### src/rtl/pcie_rst_seq_pkg.sv
// Shared types for the fundamental reset sequencer.
// Assumes: one state encoding, used by the FSM and by the output decode.
package pcie_rst_seq_pkg;

    typedef enum logic [2:0] {
        ST_IDLE    = 3'd0,  // waiting for power-good
        ST_RAIL    = 3'd1,  // rails settling, clock off
        ST_CLKON   = 3'd2,  // clock running, settling before release
        ST_RELEASE = 3'd3,  // reset released, post-release wait
        ST_RUN     = 3'd4,  // operational
        ST_SWHOLD  = 3'd5,  // software reset, line held low
        ST_SDHOLD  = 3'd6,  // shutdown, line low with clock kept on
        ST_OFF     = 3'd7   // clock stopped, waiting for request to drop
    } seq_st_e;

    // States in which the reference clock must run.
    function automatic logic st_runs_refclk(seq_st_e s);
        return (s == ST_CLKON) || (s == ST_RELEASE) || (s == ST_RUN) ||
               (s == ST_SWHOLD) || (s == ST_SDHOLD);
    endfunction

    // States in which the reset line is released.
    function automatic logic st_releases_perst(seq_st_e s);
        return (s == ST_RELEASE) || (s == ST_RUN);
    endfunction

    // States whose exit is decided by the shared timer.
    function automatic logic st_is_timed(seq_st_e s);
        return (s == ST_RAIL) || (s == ST_CLKON) || (s == ST_RELEASE) ||
               (s == ST_SWHOLD) || (s == ST_SDHOLD);
    endfunction

endpackage

### src/rtl/pcie_rst_seq_timer.sv
// Shared interval timer.
// Loads a start value on request and counts down to zero, then holds.
// Assumes: the caller loads (interval - 1) on entry, so that a state whose
// exit waits for 'expired' lasts exactly 'interval' cycles.
module pcie_rst_seq_timer #(
    parameter int unsigned CW = 8
) (
    input  logic          clk,
    input  logic          rst_n,
    input  logic          load,
    input  logic [CW-1:0] load_val,
    output logic          expired
);

    logic [CW-1:0] cnt_q;

    // Reload on request, else count down to zero.
    always_ff @(posedge clk) begin
        if (!rst_n) begin
            cnt_q <= '0;
        end else if (load) begin
            cnt_q <= load_val;
        end else if (cnt_q != '0) begin
            cnt_q <= cnt_q - 1'b1;
        end
    end

    // Expiry flag seen by the state machine.
    always_comb begin
        expired = (cnt_q == '0);
    end


    reload_chk: assert property (@(posedge clk) disable iff (!rst_n)
        load |=> (cnt_q == $past(load_val)));


    count_down_chk: assert property (@(posedge clk) disable iff (!rst_n)
        (!load && (cnt_q != '0)) |=> (cnt_q == $past(cnt_q) - 1'b1));

endmodule

### src/rtl/pcie_rst_seq_fsm.sv
// Sequencing state machine.
// Picks the next state from power-good, the requests, the strap and the
// shared timer, and gives the timer the interval of any state it enters.
// Assumes: ep_internal_i is a static strap; every *_CYC is at least 1.
module pcie_rst_seq_fsm
    import pcie_rst_seq_pkg::*;
#(
    parameter int unsigned RAIL_CYC  = 5_000_000,
    parameter int unsigned CLK_CYC   = 5_000,
    parameter int unsigned POST_CYC  = 5_000_000,
    parameter int unsigned SWRST_CYC = 12_500,
    parameter int unsigned HOLD_CYC  = 25_000_000,
    parameter int unsigned CW        = 25
) (
    input  logic          clk,
    input  logic          rst_n,
    input  logic          pwr_good_i,
    input  logic          shdn_req_i,
    input  logic          sw_rst_i,
    input  logic          ep_internal_i,
    input  logic          tmr_expired,
    output logic          tmr_load,
    output logic [CW-1:0] tmr_val,
    output seq_st_e       st_q,
    output seq_st_e       st_d
);

    // Start value for the timer on entering a state.
    function automatic logic [CW-1:0] entry_count(seq_st_e s);
        unique case (s)
            ST_RAIL:    return CW'(RAIL_CYC - 1);
            ST_CLKON:   return CW'(CLK_CYC - 1);
            ST_RELEASE: return CW'(POST_CYC - 1);
            ST_SWHOLD:  return CW'(SWRST_CYC - 1);
            ST_SDHOLD:  return CW'(HOLD_CYC - 1);
            default:    return '0;
        endcase
    endfunction

    logic timed_done;

    // Timer expiry counts only in states the timer governs.
    always_comb begin
        timed_done = st_is_timed(st_q) && tmr_expired;
    end

    // Next-state choice: power loss, then shutdown, then software reset, then timer.
    always_comb begin
        st_d = st_q;
        if (!pwr_good_i) begin
            st_d = ST_IDLE;
        end else begin
            unique case (st_q)
                ST_IDLE: begin
                    if (!shdn_req_i) begin
                        st_d = ep_internal_i ? ST_RUN : ST_RAIL;
                    end
                end
                ST_RAIL: begin
                    if (shdn_req_i)      st_d = ST_SDHOLD;
                    else if (timed_done) st_d = ST_CLKON;
                end
                ST_CLKON: begin
                    if (shdn_req_i)      st_d = ST_SDHOLD;
                    else if (timed_done) st_d = ST_RELEASE;
                end
                ST_RELEASE: begin
                    if (shdn_req_i)      st_d = ST_SDHOLD;
                    else if (timed_done) st_d = ST_RUN;
                end
                ST_RUN: begin
                    if (shdn_req_i) begin
                        st_d = ep_internal_i ? ST_OFF : ST_SDHOLD;
                    end else if (sw_rst_i && !ep_internal_i) begin
                        st_d = ST_SWHOLD;
                    end
                end
                ST_SWHOLD: begin
                    if (shdn_req_i)      st_d = ST_SDHOLD;
                    else if (timed_done) st_d = ST_RELEASE;
                end
                ST_SDHOLD: begin
                    if (timed_done)      st_d = ST_OFF;
                end
                ST_OFF: begin
                    if (!shdn_req_i)     st_d = ST_IDLE;
                end
                default: st_d = ST_IDLE;
            endcase
        end
    end

    // Timer reload request on every state change.
    always_comb begin
        tmr_load = (st_d != st_q);
        tmr_val  = entry_count(st_d);
    end

    // State register.
    always_ff @(posedge clk) begin
        if (!rst_n) begin
            st_q <= ST_IDLE;
        end else begin
            st_q <= st_d;
        end
    end


    abort_chk: assert property (@(posedge clk) disable iff (!rst_n)
        (pwr_good_i && shdn_req_i &&
         ((st_q == ST_RAIL) || (st_q == ST_CLKON) || (st_q == ST_RELEASE)))
        |=> (st_q == ST_SDHOLD));


    swrst_chk: assert property (@(posedge clk) disable iff (!rst_n)
        (pwr_good_i && !shdn_req_i && sw_rst_i && !ep_internal_i &&
         (st_q == ST_RUN)) |=> (st_q == ST_SWHOLD));


    pwr_loss_state_chk: assert property (@(posedge clk) disable iff (!rst_n)
        !pwr_good_i |=> (st_q == ST_IDLE));

endmodule

### src/rtl/pcie_rst_seq_drv.sv
// Output register stage.
// Decodes the next state into registered reset-line, clock-enable, ready
// and done values, so that each output changes on the edge that enters
// the state it belongs to.
// Assumes: st_q and st_d come from the same state machine.
module pcie_rst_seq_drv
    import pcie_rst_seq_pkg::*;
(
    input  logic    clk,
    input  logic    rst_n,
    input  seq_st_e st_q,
    input  seq_st_e st_d,
    input  logic    ep_internal_i,
    output logic    perst_rel_q,
    output logic    refclk_q,
    output logic    ready_q,
    output logic    done_q
);

    // Register the decoded outputs of the state being entered.
    always_ff @(posedge clk) begin
        if (!rst_n) begin
            perst_rel_q <= 1'b0;
            refclk_q    <= 1'b0;
            ready_q     <= 1'b0;
            done_q      <= 1'b0;
        end else begin
            perst_rel_q <= st_releases_perst(st_d) && !ep_internal_i;
            refclk_q    <= st_runs_refclk(st_d);
            ready_q     <= (st_d == ST_RUN);
            done_q      <= (st_d == ST_OFF) && (st_q != ST_OFF);
        end
    end

endmodule

### src/rtl/pcie_rst_seq.sv
// Top of the fundamental reset sequencer.
// Ties the state machine, the shared timer and the output register, and
// gates the reset line and ready with power-good so a power loss acts in
// the same cycle.
// Assumes: power-good is synchronous to clk; the strap changes only in reset.
module pcie_rst_seq
    import pcie_rst_seq_pkg::*;
#(
    parameter int unsigned RAIL_CYC  = 5_000_000,
    parameter int unsigned CLK_CYC   = 5_000,
    parameter int unsigned POST_CYC  = 5_000_000,
    parameter int unsigned SWRST_CYC = 12_500,
    parameter int unsigned HOLD_CYC  = 25_000_000
) (
    input  logic clk,
    input  logic rst_n,
    input  logic pwr_good_i,
    input  logic shdn_req_i,
    input  logic sw_rst_i,
    input  logic ep_internal_i,
    output logic perst_n_o,
    output logic refclk_en_o,
    output logic link_ready_o,
    output logic shdn_done_o
);

    localparam int unsigned MAX_A = (RAIL_CYC > CLK_CYC) ? RAIL_CYC : CLK_CYC;
    localparam int unsigned MAX_B = (POST_CYC > SWRST_CYC) ? POST_CYC : SWRST_CYC;
    localparam int unsigned MAX_C = (MAX_A > MAX_B) ? MAX_A : MAX_B;
    localparam int unsigned MAX_CYC = (MAX_C > HOLD_CYC) ? MAX_C : HOLD_CYC;
    localparam int unsigned CW = (MAX_CYC < 2) ? 1 : $clog2(MAX_CYC);

    logic          tmr_load;
    logic [CW-1:0] tmr_val;
    logic          tmr_expired;
    seq_st_e       st_q;
    seq_st_e       st_d;
    logic          perst_rel_q;
    logic          refclk_q;
    logic          ready_q;
    logic          done_q;

    pcie_rst_seq_fsm #(
        .RAIL_CYC  (RAIL_CYC),
        .CLK_CYC   (CLK_CYC),
        .POST_CYC  (POST_CYC),
        .SWRST_CYC (SWRST_CYC),
        .HOLD_CYC  (HOLD_CYC),
        .CW        (CW)
    ) u_fsm (
        .clk           (clk),
        .rst_n         (rst_n),
        .pwr_good_i    (pwr_good_i),
        .shdn_req_i    (shdn_req_i),
        .sw_rst_i      (sw_rst_i),
        .ep_internal_i (ep_internal_i),
        .tmr_expired   (tmr_expired),
        .tmr_load      (tmr_load),
        .tmr_val       (tmr_val),
        .st_q          (st_q),
        .st_d          (st_d)
    );

    pcie_rst_seq_timer #(
        .CW (CW)
    ) u_timer (
        .clk      (clk),
        .rst_n    (rst_n),
        .load     (tmr_load),
        .load_val (tmr_val),
        .expired  (tmr_expired)
    );

    pcie_rst_seq_drv u_drv (
        .clk           (clk),
        .rst_n         (rst_n),
        .st_q          (st_q),
        .st_d          (st_d),
        .ep_internal_i (ep_internal_i),
        .perst_rel_q   (perst_rel_q),
        .refclk_q      (refclk_q),
        .ready_q       (ready_q),
        .done_q        (done_q)
    );

    // Port drive: reset line and ready drop with power-good in the same cycle.
    always_comb begin
        perst_n_o    = perst_rel_q & pwr_good_i;
        link_ready_o = ready_q & pwr_good_i;
        refclk_en_o  = refclk_q;
        shdn_done_o  = done_q;
    end


    clk_after_perst_chk: assert property (@(posedge clk) disable iff (!rst_n)
        $fell(refclk_en_o) |-> !$past(perst_n_o));


    clk_before_release_chk: assert property (@(posedge clk) disable iff (!rst_n)
        $rose(perst_n_o) |-> $past(refclk_en_o));


    ready_needs_clk_chk: assert property (@(posedge clk) disable iff (!rst_n)
        link_ready_o |-> refclk_en_o);


    done_single_chk: assert property (@(posedge clk) disable iff (!rst_n)
        shdn_done_o |=> !shdn_done_o);


    done_clk_off_chk: assert property (@(posedge clk) disable iff (!rst_n)
        shdn_done_o |-> !refclk_en_o);


    pwr_loss_chk: assert property (@(posedge clk) disable iff (!rst_n)
        !pwr_good_i |=> (!refclk_en_o && !link_ready_o && !perst_n_o));


    internal_hold_chk: assert property (@(posedge clk) disable iff (!rst_n)
        ep_internal_i |-> !perst_n_o);

endmodule

### config.mk
export PLATFORM = sky130hd
export DESIGN_NAME = pcie_rst_seq
export DESIGN_NICKNAME = d
export VERILOG_FILES = /design/src/rtl/pcie_rst_seq_pkg.sv /design/src/rtl/pcie_rst_seq_timer.sv /design/src/rtl/pcie_rst_seq_fsm.sv /design/src/rtl/pcie_rst_seq_drv.sv /design/src/rtl/pcie_rst_seq.sv
export SDC_FILE = /design/constraint.sdc
export NUM_CORES = 1
export LEC_CHECK = 0
export BUFFER_PORTS_ARGS = -buffer_cell sky130_fd_sc_hd__buf_2
export CAP_MARGIN = 20
export CORE_MARGIN = 2
export CORE_UTILIZATION = 45
export CTS_BUF_LIST = sky130_fd_sc_hd__clkbuf_4 sky130_fd_sc_hd__clkbuf_8 sky130_fd_sc_hd__clkbuf_16
export DETAILED_ROUTE_END_ITERATION = 6
export GPL_TIMING_DRIVEN = 1
export PLACE_DENSITY_LB_ADDON = 0.08
export SKIP_CTS_REPAIR_TIMING = 1
export SYNTH_ARGS = -nofsm -noshare
export SYNTH_HDL_FRONTEND = slang
export SYNTH_HIERARCHICAL = 1
export SYNTH_SLANG_ARGS = --single-unit
### constraint.sdc
create_clock -name clk -period 5.33 [get_ports clk]
set_input_delay 0.533 -clock clk [delete_from_list [all_inputs] [get_ports clk]]
set_output_delay 0.533 -clock clk [all_outputs]
set_load 0.02 [all_outputs]
=== Word-level counts from Yosys, hierarchy flattened ===
Index checks and enable logic that the tools add are counted.

* Word-level logic and storage cells: 63
* Register bits: 32
* Input port bits: 6

* Multiplexer cells: 18
* Eq/ne operators: 16
* Add/subtract/negate cells: 1
* Bitwise operators: 2
* Reductions and logical operators: 20

{| class="wikitable"
|+ Operators by type and width
! operator !! number
|-
| $pmux W25 S4 || 1
|-
| $mux W25 || 2
|-
| $mux W3 || 13
|-
| $logic_not A25 Y1 || 1
|-
| $reduce_bool A25 Y1 || 1
|-
| $sub A25 B1 Y25 const B || 1
|-
| $eq A3 B3 Y1 const B || 8
|-
| $pmux W3 S7 || 1
|-
| $eq A3 B2 Y1 const B || 4
|-
| $logic_or A1 B1 Y1 || 9
|-
| $eq A3 B1 Y1 const B || 2
|-
| $logic_and A1 B1 Y1 || 4
|-
| $reduce_or A2 Y1 || 2
|-
| $logic_not A3 Y1 || 1
|-
| $ne A3 B3 Y1 || 1
|-
| $ne A3 B3 Y1 const B || 1
|-
| $and A1 B1 Y1 || 2
|-
| $reduce_bool A2 Y1 || 1
|-
| $logic_not A1 Y1 || 1
|-
| $mux W1 || 1
|}

=== Depth between registers and ports, before layout ===
Gate-level depths: netlist (run 1).

* Depth after elaboration: 15
* Depth in mapped cells: 15
* Gate-level depth less buffers: 13

=== Cells and area by module ===
The synthesis (run 1) kept the hierarchy.

{| class="wikitable"
|+ By module, submodules not included
! module !! cells each !! times used !! area an instance (µm²) !! seq. area each (µm²)
|-
| pcie_rst_seq_timer || 164 || 1 || 1382.6 || 500.5
|-
| pcie_rst_seq_fsm || 78 || 1 || 621.8 || 60.1
|-
| pcie_rst_seq_drv || 14 || 1 || 140.1 || 80.1
|-
| pcie_rst_seq || 2 || 1 || 12.5 || 0.0
|}

=== Least setup slack after synthesis (run 1) ===
Ideal clock, no wire load.

* Path type: flip-flop to flip-flop
* From: reg u_timer.cnt_q[8]
* To: reg u_timer.cnt_q[1]
* Setup slack: 1.626 ns
* Stages on the path, launching flop included: 13
* Setup time: 0.117 ns
* Path buffers: 3
* Arrival: 3.587 ns
* Cells stage by stage: dfxtp_1 > or4_1 > or4_4 > nor4_4 > nand4_1 > a311oi_1 > buf_4 > o21ai_1 > a221o_1 > clkbuf_1 > and2_1 > clkbuf_1 > a22o_1

{| class="wikitable"
|+ RTL lines
! item !! line !! text
|-
| from (decl) || pcie_rst_seq_timer.sv:15 || <nowiki>logic [CW-1:0] cnt_q;</nowiki>
|-
| from (signal assigned) || pcie_rst_seq_timer.sv:22 || <nowiki>cnt_q <= load_val;</nowiki>
|-
| from (signal assigned) || pcie_rst_seq_timer.sv:24 || <nowiki>cnt_q <= cnt_q - 1'b1;</nowiki>
|-
| $logic_not A25 Y1 (*) || pcie_rst_seq_timer.sv:30 || <nowiki>expired = (cnt_q == '0);</nowiki>
|-
| net tmr_expired || pcie_rst_seq.sv:35 || <nowiki>logic tmr_expired;</nowiki>
|-
| $logic_and A1 B1 Y1 (*) || pcie_rst_seq_fsm.sv:44 || <nowiki>timed_done = st_is_timed(st_q) && tmr_expired;</nowiki>
|-
| $mux W3 (on tied branches) || -- ||
|-
| $mux W3 (on tied branches) || pcie_rst_seq_fsm.sv:79, pcie_rst_seq_fsm.sv:60, pcie_rst_seq_fsm.sv:68 ||
|-
| $pmux W3 S7 (*) || pcie_rst_seq_fsm.sv:53 || <nowiki>unique case (st_q)</nowiki>
|-
| $mux W3 (*) || pcie_rst_seq_fsm.sv:50 || <nowiki>if (!pwr_good_i) begin</nowiki>
|-
| net st_d[2] || pcie_rst_seq.sv:37 || <nowiki>seq_st_e st_d;</nowiki>
|-
| $ne A3 B3 Y1 (*) || pcie_rst_seq_fsm.sv:95 || <nowiki>tmr_load = (st_d != st_q);</nowiki>
|-
| net tmr_load || pcie_rst_seq.sv:33 || <nowiki>logic tmr_load;</nowiki>
|-
| $mux W25 or $reduce_bool A2 Y1 (tied branches) || -- ||
|}

Mark *: on every way through the listed nets, which the timed path passes. The rest lies on a longest branch.
A chain may end at the register's enable or synchronous reset.

=== Final worst setup path (run 1) ===
* From: reg u_timer.cnt_q[8]
* To: reg u_timer.cnt_q[9]

Same word-level chain as after synthesis.

==> key figures, run 1 <==
Setup path
  • Slack of the worst reg-to-reg path: 1.15 ns
  • Startpoint-to-endpoint class of the critical path: reg2reg
  • Crit. End Element: register
  • Worst path cell trace: or4_1 -> or4_4 -> nor4_4 -> buf_4 -> o22ai_1 -> a221oi_2 -> o221a_2 -> a221o_1 -> and2_1 -> nand2_1 -> o21ai_0
  • Critical path fanouts, max: 21
  • Stage delay of the slowest cell on the critical path: 0.66 ns
  • Data arrival time of the worst path: 4.37 ns
  • Nature of the critical path startpoint: register
  • Required time at the endpoint of the critical path: 5.52 ns
  • CP max stage cell: and2_1

Layout
  • Net total in the final layout: 262
  • Finished Core Util: 47.25%
  • Share of post-route cells with drive strength above 1: 14.90%
  • Synth-to-Final Area Change: 2.088%
  • Fill cells: 459
  • Area of all placed cells without fillers: 2202 sq um
  • Diode count: 0
  • Number of standard cells in the final layout excluding fillers: 309
  • FF+latch area: 640.6 sq um
  • Area taken by multi-input logic gates: 1292 sq um

Yosys
  • Number of library cell types mapped by synthesis: 62
  • Portion of the post-synthesis area used by sequential elements: 29.70%
  • Total number of yosys warnings: 6
  • Combinational family with the most area after synthesis: simple AND/OR/NAND/NOR gates
  • Synth Area in Adders: 1.160%
  • Leading cell types by total area after synthesis: dfxtp_1 30%, xnor2_1 6.5%, buf_4 6.3%, nand2_1 5.7%, o21ai_0 5.1%
  • Commonest cells post-synth: 33 x nand2_1, 32 x dfxtp_1, 22 x o21ai_0, 18 x buf_4, 16 x xnor2_1
  • Mux cell area share after synthesis: 4.408%
  • Simple-gate area share of the yosys netlist: 27.26%
  • Count leader, synth: nand2_1
  • Post-Synthesis Cells: 258
  • Compound-Gate Fraction of Synth Area: 17.58%
  • Synth area leader: dfxtp_1
  • Area of the mapped netlist: 2157 sq um
  • Post-synth ARST share: 0%
  • Avg Cell Area, Syn: 8.361 sq um
  • Flop and latch count out of synthesis: 32
  • Xor/xnor share of the synthesized area: 8.527%
  • Ys flop type: dfxtp_1
  • Number of enable-type register cells in the synthesized netlist: 0
  • Post-synth top area share: 29.70%

Timing
  • Total of endpoints with negative setup slack in the final report: 0
  • Sum of negative setup slack: 0 ns
  • Worst setup slack after layout: 1.149 ns
  • Minimum clock period after layout: 4.181 ns
  • Clk_skew: 0.005226 ns
  • Top achievable clock speed: 239.2 MHz
  • Tcrit/Tclk final: 78.45%
  • Unrepaired setup endpoints after global routing: false
  • Final slew viol count: 0
  • Transition time at the pin with the least slew margin: 0.7961 ns
  • Count of endpoints failing hold in the final timing report: 0
  • Relative max-transition margin: 45.41%
  • Post-Route Hold Slack: 0.5671 ns

Die
  • Floorplan die width: 73.24 microns
  • DIE AREA: 5363 sq um
  • I/O pin total: 10
  • # rows: 25
  • Starting density of the core: 46.28%
  • Core footprint: 4661 sq um
  • Height of the die: 73.24 microns

Routing
  • Remaining DRCs: 0
  • Detailed Route WL: 4.424 mm
  • Final antenna-violating net count: 0
  • Via count of the routed design: 1703
  • Drt first-iter violations: 109
  • Vias per std cell: 5.511
  • First-pass iteration count of the detailed router: 4
  • DR WL/cell: 14.32 microns

Global routing
  • Overflow left after global routing: 0
  • Maximum number of pins on one net before global-route repair: 22
  • Total global routing track utilization: 18.16%
  • Number of antenna violations at the first check in global routing: 0
  • Via count of the first global-routing pass: 1579
  • Wire length of the first global-routing pass: 7.652 mm

Place
  • Pre-CTS worst setup slack: 1.169 ns
  • Total instance count after detailed placement: 301
  • DP Wirelength: 3.116 mm
  • Routability congestion estimate: 0.8454
  • Port buffer count: 9
  • Post-Place Cell Area: 2105 sq um

Status
  • Result of the run: completed

Run
  • Max-cap violations: 0

Power
  • Total Power Consumption: 1.408 mW
  • Leakage component of the power: 0.8293 nW
  • Power density over cell area: 639.5 nW/um^2
  • Worst vdd ir: 0.0004172 V

Clock network
  • Clock edge transition at the registers on the reported setup and hold paths: 0.06 ns
  • Clock Path Buffers: 2
  • Number of buffers created by CTS: 5
  • Latest clock arrival within the worst-skew pair: 0.28 ns
  • Number of H-tree levels: 2
  • Count of clock tree sinks: 32
  • Clock root buffer master: clkbuf_8
  • TritonCTS clock tree: done

Worst hold path
  • Worst min-delay path category: reg2reg
[per-layer routing]
| metal | up-vias | share of wire [%] | global-route usage (%) |
|---|---|---|---|
| met1 | 783 | 54 | 26.86 |
| met4 | 0 | 0.59 | 4.938 |
| li1 | 888 | - | - |
| met2 | 30 | 41 | 26.23 |
| met5 | - | 0 | 0 |
| met3 | 2 | 4.0 | 4.144 |
[worst paths after layout]
kind / start / endpoint / cells past startpoint
setup / recovery: u_timer/cnt_q[8] / u_timer/cnt_q[9] / 11
hold / removal: u_timer/cnt_q[18] / u_timer/cnt_q[18] / 2
setup reg to reg: u_timer/cnt_q[8] / u_timer/cnt_q[9] / 11
hold reg to reg: u_timer/cnt_q[18] / u_timer/cnt_q[18] / 2
[cell families after synthesis]
family                     Yosys count
xor gates and xnor gates            21
and+or+nand+nor                    105
muxes                                9
DFF                                 32
AOI/OAI and AO/OA                   53
adders and majority gates            2
buffers and inverters               35
other                                1
[cells in the final DEF (no fill, tap or decap), types with 2 or more instances in the layout]
cell | synthesis | routed
a21oi_1 | 4 | 4
a22o_1 | 2 | 2
a32oi_1 | 3 | 3
and2_1 | 9 | 9
buf_2 | 1 | 9
buf_4 | 18 | 3
clkbuf_4 | 0 | 2
clkbuf_8 | 0 | 6
conb_1 | 1 | 4
dfxtp_1 | 32 | 32
ha_1 | 2 | 2
inv_1 | 8 | 8
mux2i_1 | 8 | 8
nand2_1 | 33 | 33
nand2b_1 | 4 | 4
nand4_1 | 2 | 2
nand4b_1 | 2 | 2
nor2_1 | 14 | 14
nor2b_1 | 3 | 3
nor3_1 | 9 | 9
nor3b_1 | 2 | 2
nor4_1 | 6 | 6
o21ai_0 | 22 | 22
o31ai_1 | 4 | 4
or3_1 | 4 | 4
or4_1 | 2 | 2
or4_2 | 2 | 2
xnor2_1 | 16 | 16
xor2_1 | 5 | 5
[report_power, final]
part           leakage [nW]  internal [mW]  switching (mW)  total, mW
clock                0.0523          0.115          0.0854      0.201
combinational         0.515          0.350           0.438      0.788
sequential            0.262          0.325          0.0938      0.419
total                 0.829          0.791           0.618       1.41
[worst max-delay path, delay by kind of cell (launching register included)]
family	cells	cell delay [ns]
AOI/OAI and AO/OA	5	1.46
DFF	1	0.35
and+or+nand+nor	5	2.04
buffers and inverters	1	0.23
[cell type report]
type                    instances  area share [%]
clock buffers                   8           4.432
inverters                       9           1.648
multi-input cells             194           58.69
flip-flops and latches         32           29.09
well taps                      54           3.068
repair buffers                 12           3.068
[flip-flops by register name (all words and copies together), names as in the netlist]
signal             count
u_drv/done_q           1
u_drv/perst_rel_q      1
u_drv/ready_q          1
u_drv/refclk_q         1
u_fsm/st_q             3
u_timer/cnt_q         25
Note: power is estimated with default switching activity, not from simulation.
==> run 2, diff against run 1 <==
==> constraint.sdc (replaced) <==
create_clock -name clk -period 3.35 [get_ports clk]
set_input_delay 0.335 -clock clk [delete_from_list [all_inputs] [get_ports clk]]
set_output_delay 0.335 -clock clk [all_outputs]
set_load 0.02 [all_outputs]
==> key figures, run 2 (synthesized netlist as in run 1, its figures left out) <==
Die
  • Floorplan die width: 73.24 microns
  • Starting density of the core: 46.28%
  • I/O pin total: 10
  • DIE AREA: 5363 sq um
  • Height of the die: 73.24 microns
  • # rows: 25
  • Core footprint: 4661 sq um

Timing
  • Tcrit/Tclk final: 101.0%
  • Relative max-transition margin: 50.71%
  • Clk_skew: 0.004541 ns
  • Sum of negative setup slack: -0.03481 ns
  • Unrepaired setup endpoints after global routing: true
  • Transition time at the pin with the least slew margin: 0.7207 ns
  • Worst setup slack after layout: -0.03481 ns
  • Count of endpoints failing hold in the final timing report: 0
  • Top achievable clock speed: 295.4 MHz
  • Final slew viol count: 0
  • Minimum clock period after layout: 3.385 ns
  • Total of endpoints with negative setup slack in the final report: 1

Setup path
  • Crit. End Element: register
  • Nature of the critical path startpoint: register
  • Required time at the endpoint of the critical path: 3.52 ns
  • Critical path fanouts, max: 8
  • Data arrival time of the worst path: 3.56 ns
  • Startpoint-to-endpoint class of the critical path: reg2reg

Layout
  • Diode count: 0
  • Largest registers: u_timer/cnt_q: 25 flops, u_fsm/st_q: 3 flops
  • Commonest cells after routing, fill and taps aside: 31 x dfxtp_1, 30 x nand2_1, 21 x buf_4
  • Leading cell type in the layout, fill and taps excluded: dfxtp_1
  • Max reg flops: 25
  • Net total in the final layout: 282
  • Most flops, register: u_timer/cnt_q
  • Share of post-route cells with drive strength above 1: 26.91%
  • Synth-to-Final Area Change: 14.44%
  • Area of all placed cells without fillers: 2469 sq um
  • Fill cells: 437

Place
  • DP Wirelength: 3.346 mm
  • Port buffer count: 9
  • Routability congestion estimate: 0.8015
  • Post-Place Cell Area: 2221 sq um

Clock network
  • Count of clock tree sinks: 32
  • Number of buffers created by CTS: 5
  • Number of H-tree levels: 2
  • Clock edge transition at the registers on the reported setup and hold paths: 0.07 ns
  • TritonCTS clock tree: done
  • Clock Path Buffers: 2
  • Latest clock arrival within the worst-skew pair: 0.28 ns
  • Clock root buffer master: clkbuf_8

Power
  • Leakage component of the power: 0.9694 nW
  • Power density over cell area: 1073 nW/um^2
  • Worst vdd ir: 0.0005919 V

Global routing
  • Overflow left after global routing: 0
  • Via count of the first global-routing pass: 1612
  • Total global routing track utilization: 19.36%
  • Maximum number of pins on one net before global-route repair: 22
  • Wire length of the first global-routing pass: 8.017 mm
  • Number of antenna violations at the first check in global routing: 0

Routing
  • Detailed Route WL: 5.014 mm
  • Remaining DRCs: 0
  • Final antenna-violating net count: 0
  • Vias per std cell: 5.486
  • Via count of the routed design: 1805
  • Drt first-iter violations: 84
  • DR WL/cell: 15.24 microns
  • First-pass iteration count of the detailed router: 4

Status
  • Violations in the final reports: negative setup slack
  • Result of the run: complete, but fails checks

Worst hold path
  • Worst min-delay path category: in2reg

Run
  • Max-cap violations: 0
==> run 2: final cells by class <==
cell class / count / area [sq um] / share of cell area [%]
clock inverters: 1 / 30.03 / 1.216
multi-input cells: 195 / 1374 / 55.65
clock buffers: 7 / 96.34 / 3.903
repair buffers: 31 / 217.7 / 8.819
inverters: 9 / 38.79 / 1.571
flip-flops and latches: 32 / 644.4 / 26.10
well taps: 54 / 67.56 / 2.737
==> run 2: final timing paths <==
path                startpoint                end  slack (ns)  depth (start not counted)
min              ep_internal_i  u_drv/perst_rel_q        0.35                          3
max           u_timer/cnt_q[8]   u_timer/cnt_q[5]       -0.03                         15
min reg2reg  u_timer/cnt_q[18]  u_timer/cnt_q[18]        0.55                          2
max reg2reg   u_timer/cnt_q[8]   u_timer/cnt_q[5]       -0.03                         15
==> run 2: layer usage <==
layer	GRT usage [%]	vias to the layer above	share of wire (%)
met3	3.867	6	2.1
met4	6.790	0	1.3
li1	-	938	-
met2	28.73	19	44
met5	0	-	0
met1	27.73	842	53
==> run 2: metrics by stage <==
| stage | power [mW] | cells | hold WS, ns | worst slack, ns | utilization, % |
|---|---|---|---|---|---|
| after floorplan | 1.768 | 261 | 0.4567 | -0.1740 | - |
| after global placement | 2.075 | 315 | 0.5376 | 0.04208 | 47.65 |
| after detailed placement | 2.071 | 315 | 0.5492 | -0.02122 | 47.65 |
| after CTS | 2.492 | 323 | 0.3386 | -0.04141 | 50.36 |
| after global routing | 2.851 | 329 | 0.3987 | -0.1892 | 52.97 |
| final | 2.649 | 329 | 0.3513 | -0.03481 | 52.97 |
==> run 2: where the power goes <==
| part | internal [mW] | switching (mW) |
|---|---|---|
| Sequential | 0.521 | 0.139 |
| Combinational | 0.748 | 0.836 |
| Clock | 0.262 | 0.143 |
==> run 2: worst max-delay path: stages, from the launching register on <==
cell and delay [ns]:
dfxtp_4 0.34, or4_4 0.52, or4_4 0.45, nor4_4 0.30, buf_4 0.19, nand2b_1 0.11, a21o_1 0.15, a311oi_2 0.14
o21ai_1 0.16, a221o_1 0.20, buf_4 0.14, buf_8 0.13, nor2_1 0.05, nand3_1 0.07, a21oi_1 0.04, a211o_1 0.27
==> run 3, diff against run 2 <==
--- a/config.mk
+++ b/config.mk
@@ -7,6 +7,7 @@
 export LEC_CHECK = 0
 export BUFFER_PORTS_ARGS = -buffer_cell sky130_fd_sc_hd__buf_2
 export CAP_MARGIN = 20
+export CORE_ASPECT_RATIO = 1.1
 export CORE_MARGIN = 2
 export CORE_UTILIZATION = 45
 export CTS_BUF_LIST = sky130_fd_sc_hd__clkbuf_4 sky130_fd_sc_hd__clkbuf_8 sky130_fd_sc_hd__clkbuf_16
==> key figures, run 3 (synthesized netlist as in run 1, its figures left out) <==
Routing
  • Final antenna-violating net count: 0
  • Vias per std cell: 5.586
  • Via count of the routed design: 1849
  • First-pass iteration count of the detailed router: 4
  • Remaining DRCs: 0
  • Drt first-iter violations: 92
  • Detailed Route WL: 4.935 mm
  • DR WL/cell: 14.91 microns

Timing
  • Minimum clock period after layout: 3.384 ns
  • Unrepaired setup endpoints after global routing: true
  • Final slew viol count: 0
  • Clk_skew: 0.01079 ns
  • Tcrit/Tclk final: 101.0%
  • Worst setup slack after layout: -0.03351 ns
  • Total of endpoints with negative setup slack in the final report: 17
  • Count of endpoints failing hold in the final timing report: 0
  • Post-Route Hold Slack: 0.3307 ns
  • Relative max-transition margin: 63.68%
  • Top achievable clock speed: 295.6 MHz
  • Transition time at the pin with the least slew margin: 0.5311 ns

Worst hold path
  • Worst min-delay path category: in2reg

Die
  • Height of the die: 76.62 microns
  • Starting density of the core: 46.70%
  • # rows: 26
  • DIE AREA: 5364 sq um
  • I/O pin total: 10
  • Floorplan die width: 70.01 microns
  • Core footprint: 4619 sq um

Setup path
  • Startpoint-to-endpoint class of the critical path: reg2reg
  • Crit. End Element: register
  • Required time at the endpoint of the critical path: 3.58 ns
  • Critical path fanouts, max: 8
  • Nature of the critical path startpoint: register
  • Data arrival time of the worst path: 3.61 ns

Layout
  • Max reg flops: 25
  • Synth-to-Final Area Change: 13.34%
  • Share of post-route cells with drive strength above 1: 28.00%
  • Largest registers: u_timer/cnt_q: 25 flops, u_fsm/st_q: 3 flops
  • Most flops, register: u_timer/cnt_q
  • Leading cell type in the layout, fill and taps excluded: nand2_1
  • Area of all placed cells without fillers: 2445 sq um
  • Commonest cells after routing, fill and taps aside: 32 x nand2_1, 31 x dfxtp_1, 22 x buf_4
  • Diode count: 0
  • Net total in the final layout: 282

Clock network
  • Number of buffers created by CTS: 5
  • TritonCTS clock tree: done
  • Number of H-tree levels: 2
  • Clock Path Buffers: 2
  • Clock edge transition at the registers on the reported setup and hold paths: 0.08 ns
  • Clock root buffer master: clkbuf_8
  • Count of clock tree sinks: 32
  • Latest clock arrival within the worst-skew pair: 0.29 ns

Power
  • Worst vdd ir: 0.0006484 V
  • Leakage component of the power: 0.9642 nW
  • Power density over cell area: 1064 nW/um^2

Global routing
  • Wire length of the first global-routing pass: 8.135 mm
  • Number of antenna violations at the first check in global routing: 0
  • Maximum number of pins on one net before global-route repair: 22
  • Total global routing track utilization: 18.49%
  • Via count of the first global-routing pass: 1673
  • Overflow left after global routing: 0

Place
  • Port buffer count: 9
  • Routability congestion estimate: 0.8370
  • Post-Place Cell Area: 2216 sq um
  • Pre-CTS worst setup slack: -0.03206 ns
  • DP Wirelength: 3.309 mm

Status
  • Violations in the final reports: negative setup slack
  • Result of the run: complete, but fails checks

Run
  • Max-cap violations: 0
## run 3: changes by cell type in the layout (fill, tap and decap cells not counted), sizes merged
cell      previous run  this run
clkinvlp             0         1
clkbuf               7         5
clkinv               0         1
## run 3: worst max-delay path: stages, from the launching register on
cell      delay, ns
dfxtp_2        0.32
or4_4          0.52
or4_4          0.45
nor4_4         0.21
buf_4          0.18
a22o_1         0.16
a221oi_2       0.06
o221a_2        0.31
a221o_1        0.41
nor2b_2        0.19
or2b_4         0.36
o21ai_1        0.14
## run 3: final cells by class
| class | instances | area (sq um) |
|---|---|---|
| inverter | 9 | 36.28 |
| multi-input combinational | 195 | 1375 |
| tap | 56 | 70.07 |
| fill | 464 | 2175 |
| timing repair buffer | 31 | 210.2 |
| clock inverter | 3 | 42.54 |
| clock buffer | 5 | 68.82 |
| sequential | 32 | 641.9 |
## run 3: report_power, final
group,switching [mW],internal (mW),total [mW]
sequential,0.140,0.518,0.658
clock,0.157,0.220,0.378
combinational,0.835,0.732,1.57
## run 3: metal layers
metal / track usage (%) / share of wire (%) / wire length, microns
met3: 4.101 / 3.7 / 184
met1: 26.40 / 51 / 2502
met5: 0 / 0 / 0
met4: 4.615 / 1.2 / 60
met2: 28.19 / 44 / 2187
## run 3: final timing paths
path | startpoint | end | slack, ns | cells past startpoint
max | u_timer/cnt_q[8] | u_timer/cnt_q[14] | -0.03 | 11
min | ep_internal_i | u_drv/perst_rel_q | 0.33 | 3
max reg2reg | u_timer/cnt_q[8] | u_timer/cnt_q[14] | -0.03 | 11
min reg2reg | u_timer/cnt_q[18] | u_timer/cnt_q[18] | 0.57 | 2
## run 3: per-stage QoR
stage / TNS, ns / util, % / std cells / power [mW]
final: -0.2223 / 52.93 / 331 / 2.603
after global routing: -2.461 / 52.93 / 331 / 2.802
after CTS: -0.5764 / 50.38 / 324 / 2.476
after detailed placement: -0.09834 / 47.97 / 316 / 2.090
after global placement: 0 / 47.97 / 316 / 2.092
after floorplan: -2.478 / - / 261 / 1.768
